[src/rtl/busdec_pkg.sv]
package busdec_pkg;
  localparam int ADDR_W      = 16;
  localparam int LOCAL_W     = 14;
  localparam int NUM_REGIONS = 6;
  localparam int REGION_W    = $clog2(NUM_REGIONS);

  localparam int RAM_AW  = 11;
  localparam int GFX_AW  = 3;
  localparam int IO_AW   = 5;
  localparam int WIN_AW  = 13;
  localparam int BANK_AW = 14;

  localparam logic [ADDR_W-1:0] GFX_BASE  = 16'h2000;
  localparam logic [ADDR_W-1:0] IO_BASE   = 16'h4000;
  localparam logic [ADDR_W-1:0] EXP_BASE  = 16'h4020;
  localparam logic [ADDR_W-1:0] WRAM_BASE = 16'h6000;
  localparam logic [ADDR_W-1:0] ROM_BASE  = 16'h8000;

  typedef enum logic [REGION_W-1:0] {
    RG_RAM  = 3'd0,
    RG_GFX  = 3'd1,
    RG_IO   = 3'd2,
    RG_EXP  = 3'd3,
    RG_WRAM = 3'd4,
    RG_ROM  = 3'd5
  } region_e;
endpackage

[src/rtl/addr_region_classify.sv]
module addr_region_classify
  import busdec_pkg::*;
#(
  parameter int AW = ADDR_W
) (
  input  logic [AW-1:0] addr,
  output region_e       region
);
  // Priority order from the top of the map down; each compare is a lower bound.
  always_comb begin
    if (addr >= ROM_BASE)       region = RG_ROM;
    else if (addr >= WRAM_BASE) region = RG_WRAM;
    else if (addr >= EXP_BASE)  region = RG_EXP;
    else if (addr >= IO_BASE)   region = RG_IO;
    else if (addr >= GFX_BASE)  region = RG_GFX;
    else                        region = RG_RAM;
  end
endmodule

[src/rtl/addr_local_fold.sv]
module addr_local_fold
  import busdec_pkg::*;
#(
  parameter int AW      = ADDR_W,
  parameter int LW      = LOCAL_W,
  parameter int RAM_W   = RAM_AW,
  parameter int GFX_W   = GFX_AW,
  parameter int IO_W    = IO_AW,
  parameter int WIN_W   = WIN_AW,
  parameter int BANK_W  = BANK_AW
) (
  input  logic [AW-1:0] addr,
  input  region_e       region,
  input  logic          two_banks,
  output logic [LW-1:0] local_addr,
  output logic          bank_hi
);
  // Mirrors collapse by dropping high address bits; no subtraction is needed
  // because every base is aligned to its window size.
  always_comb begin
    local_addr = '0;
    bank_hi    = 1'b0;
    unique case (region)
      RG_RAM:  local_addr[RAM_W-1:0]  = addr[RAM_W-1:0];
      RG_GFX:  local_addr[GFX_W-1:0]  = addr[GFX_W-1:0];
      RG_IO:   local_addr[IO_W-1:0]   = addr[IO_W-1:0];
      RG_EXP:  local_addr[WIN_W-1:0]  = addr[WIN_W-1:0];
      RG_WRAM: local_addr[WIN_W-1:0]  = addr[WIN_W-1:0];
      RG_ROM: begin
        local_addr[BANK_W-1:0] = addr[BANK_W-1:0];
        bank_hi                = two_banks & addr[BANK_W];
      end
      default: local_addr = '0;
    endcase
  end
endmodule

[src/rtl/addr_bus_decoder.sv]
module addr_bus_decoder
  import busdec_pkg::*;
#(
  parameter int AW  = ADDR_W,
  parameter int LW  = LOCAL_W,
  parameter int NR  = NUM_REGIONS
) (
  input  logic          clk,
  input  logic          rst,
  input  logic          bus_valid,
  input  logic          bus_we,
  input  logic [AW-1:0] bus_addr,
  input  logic          rom_two_banks,
  output logic [NR-1:0] chip_sel,
  output logic [LW-1:0] local_addr,
  output logic          rom_bank,
  output logic          wr_out
);
  region_e       region;
  logic [LW-1:0] fold_addr;
  logic          fold_bank;
  logic [NR-1:0] sel_d;

  addr_region_classify #(.AW(AW)) u_classify (
    .addr   (bus_addr),
    .region (region)
  );

  addr_local_fold #(.AW(AW), .LW(LW)) u_fold (
    .addr       (bus_addr),
    .region     (region),
    .two_banks  (rom_two_banks),
    .local_addr (fold_addr),
    .bank_hi    (fold_bank)
  );

  for (genvar g = 0; g < NR; g++) begin : g_sel
    assign sel_d[g] = bus_valid && (region == region_e'(g));
  end

  always_ff @(posedge clk) begin
    if (rst) begin
      chip_sel   <= '0;
      local_addr <= '0;
      rom_bank   <= 1'b0;
      wr_out     <= 1'b0;
    end else begin
      chip_sel   <= sel_d;
      local_addr <= bus_valid ? fold_addr : '0;
      rom_bank   <= bus_valid & fold_bank;
      wr_out     <= bus_valid & bus_we;
    end
  end
endmodule

[config.mk]
export PLATFORM = sky130hd
export DESIGN_NAME = addr_bus_decoder
export DESIGN_NICKNAME = d
export VERILOG_FILES = /design/src/rtl/busdec_pkg.sv /design/src/rtl/addr_region_classify.sv /design/src/rtl/addr_local_fold.sv /design/src/rtl/addr_bus_decoder.sv
export SDC_FILE = /design/constraint.sdc
export NUM_CORES = 1
export LEC_CHECK = 0
export BUFFER_PORTS_ARGS = -buffer_cell sky130_fd_sc_hd__buf_2
export CAP_MARGIN = 20
export CORE_ASPECT_RATIO = 1.1
export CORE_UTILIZATION = 35
export DETAILED_ROUTE_END_ITERATION = 12
export GPL_ROUTABILITY_DRIVEN = 0
export PLACE_DENSITY = 0.68
export SYNTH_ARGS = -nofsm -noshare
export SYNTH_HDL_FRONTEND = slang
export SYNTH_SLANG_ARGS = --single-unit
[constraint.sdc]
create_clock -name clk -period 0.8 [get_ports clk]
set_input_delay 0.12 -clock clk [delete_from_list [all_inputs] [get_ports clk]]
set_output_delay 0.12 -clock clk [all_outputs]
set_load 0.03 [all_outputs]
==> summary.txt <==
Status
  – Status: finished with violations
  – Failing checks: setup timing

Route
  – Total vias in the final route: 559
  – Length of the first detailed-routing pass in iterations: 3
  – Routed Antenna Nets: 0
  – Post-route DRC: 0
  – Final wirelength: 1340 um
  – Via density per instance: 4.54
  – Wire per inst: 10.9 um
  – Number of DRC markers after the initial detailed-route iteration: 4

Timing
  – Final total negative setup slack: -1.56 ns
  – Max-slew violations: 0
  – Rel. slew slack: 78.0%
  – Max frequency: 1.13 GHz
  – Post-route fraction of the period consumed by the critical path: 111%
  – Final critical-path setup slack: -0.0854 ns
  – Setup violators final: 22
  – Setup repair after global routing missed its margin: yes
  – Actual slew at the worst max-slew pin: 0.327 ns
  – Final-layout worst hold slack: 0.0202 ns
  – Shortest period the worst path allows: 0.885 ns
  – Final hold violation count: 0

Floorplanning
  – Die Footprint: 0.00205 mm^2
  – Starting density of the core: 37.3%
  – Core Rows: 16
  – Die Span Y: 47.4 um
  – Core region area: 0.00176 mm^2
  – Die Span X: 43.3 um
  – Count of boundary I/O pins: 43

Power
  – Switching part of the total power: 23.6%
  – Net load switching power: 449 uW
  – Proportion of power drawn by the clock network: 24.5%
  – Internal portion of total power: 1.46 mW
  – Total Power Consumption: 1.91 mW
  – Reg power frac: 60.4%
  – Proportion of power drawn by combinational gates: 15.0%
  – Cell Pwr Density: 1720 mW/mm^2
  – Leak: 0.534 nW
  – Worst ir drop on vdd: 1.09 mV

Finish
  – P&R area growth vs syn: 68.6%
  – Final non-filler cell area: 0.00111 mm^2
  – Final Util: 62.9%
  – Final Instance Count excl. Fillers: 123
  – # nets final: 128
  – Fraction of layout instances using a drive strength above 1: 71.4%
  – Number of diodes: 0

Critical path
  – Delay-heaviest family, CP: flip-flops
  – Crit-path cells: buf_6
  – Max stage delay on crit path: 0.35 ns
  – Critical path depth: 1
  – CP Capture Point: rom_bank
  – Setup crit start kind: register
  – Required arrival time at the worst endpoint: 0.68 ns
  – Endpoint type of the worst setup path: output pin
  – Buffering stage count on the worst path with inverters included: 1
  – Critical path type: register to output pin
  – Cell type of the slowest stage on the worst timing path: dfxtp_2
  – Worst EP arrival: 0.77 ns
  – CP max FO: 1
  – Launching instance or port of the critical path: rom_bank$_SDFF_PP0_

Logic synthesis
  – Average cell area after synthesis: 11.7 um^2
  – Flip-flop and latch count after synthesis: 22
  – Area of the mapped netlist: 657 um^2
  – Ranking of synthesized cells by area: dfxtp_1 (67%), and2_1 (12%), nand2b_4 (4.2%)
  – Post-synthesis net count: 77
  – Sequential fraction of the synthesis area: 67.0%
  – Synth warn: 0
  – Most area-hungry cell type in the Yosys netlist: dfxtp_1
  – Unique masters post-synth: 14
  – Synthesized instance count: 56
  – Proportion of netlist area held by the largest area contributor: 67.0%

GRT
  – Largest net degree at the start of global routing: 12
  – Global-route wire length before repair: 1980 um
  – Number of antenna violations at the first check in global routing: 0
  – Total global-route track usage: 13.4%
  – Sum of overflow across all layers after global routing: 0
  – Via count of the first global-routing pass: 470

Clock tree
  – TritonCTS buffer count: 3
  – Clock tree from TritonCTS: yes
  – Clock slew seen by the registers of the worst setup and hold paths: 0.11 ns
  – Bufs on Longest Clock Path: 2
  – CTS Root Cell: clkbuf_4
  – Clock sink count: 22
  – H-Tree Level Count: 1

Placement
  – Count of buffers inserted at the top-level ports: 42
  – Instance count after placement with tap cells included: 120
  – Place WS: -0.203 ns
  – Cell area after placement: 920 um^2
  – Final HPWL from detailed placement: 1030 um

Run
  – Max cap viols: 0

Hold path
  – Hold Crit Class: primary input to register
-- how the worst min path moves through the flow --
stage	start	endpoint	slack, ns	depth (start not counted)
2_1_floorplan	bus_addr[13]	chip_sel[0]$_SDFF_PP0_	0.20	1
3_5_place_dp	bus_addr[0]	local_addr[0]$_SDFF_PP0_	0.32	2
6_report	bus_addr[0]	local_addr[0]$_SDFF_PP0_	0.02	2
5_1_grt	bus_addr[0]	local_addr[0]$_SDFF_PP0_	0.002	2
4_1_cts	bus_addr[0]	local_addr[0]$_SDFF_PP0_	0.01	2
3_3_place_gp	bus_addr[0]	local_addr[0]$_SDFF_PP0_	0.32	2
-- what timing repair did --
action | in CTS | in global routing
cloned | 0 | 0
setup buffers | 0 | 0
setup endpoints to repair | 22 | 22
gates resized for setup | 66 | 0
hold buffers | 0 | 0
-- cell families (layout without fill, tap and decap cells) --
kind of cell	count (synthesis)	in the layout	share of synthesized area, %
AO/OA/AOI/OAI	1	1	1.33
AND/OR/NAND/NOR	33	33	31.6
flip-flops	22	22	67.0
buffers and inverters	0	49	0
-- layout make-up --
class,count,area (um^2)
sequential,22,468
tap,18,22.5
multi-input combinational,34,216
fill,146,654
timing repair buffer,46,378
clock buffer,3,22.5
-- synthesized netlist by cell type, drive strengths merged --
master,instances
a21oi,1
and2,13
and2b,1
and3,4
dfxtp,22
nand2,1
nand2b,2
nand3,1
nor2,5
nor2b,1
nor3,1
nor4,2
or2,1
or3,1
-- layout by cell type, fill, tap and decap left out, drive strengths merged --
master / instances
nand2b: 2
nand3: 1
nand2: 1
nor3: 1
a21oi: 1
and3: 4
nor2b: 1
and2b: 1
nor2: 5
or3: 1
or2: 1
buf: 46
nor4: 2
and2: 13
clkbuf: 3
dfxtp: 22
-- flip-flops by register name, summed over array words and instances (netlist names) --
name and flops:
wr_out 1, local_addr 14, rom_bank 1, chip_sel 6
-- layer usage --
layer,GRT usage [%],routed length (um),vias to the layer above
met1,16.4,550,244
li1,-,-,283
met4,7.27,0,0
met3,5.28,133,0
met2,20.6,653,32
met5,0,0,-
-- power by group through the flow --
stage                     logic (mW)  clock network, mW  registers [mW]
final                          0.287              0.467            1.15
after detailed placement       0.247                  0            1.16
after floorplan               0.0531                  0            1.24
after global placement         0.244                  0            1.16
after global routing           0.307              0.540            1.15
after CTS                      0.288              0.483            1.15
No activity file was read; power rests on OpenSTA's default activity.
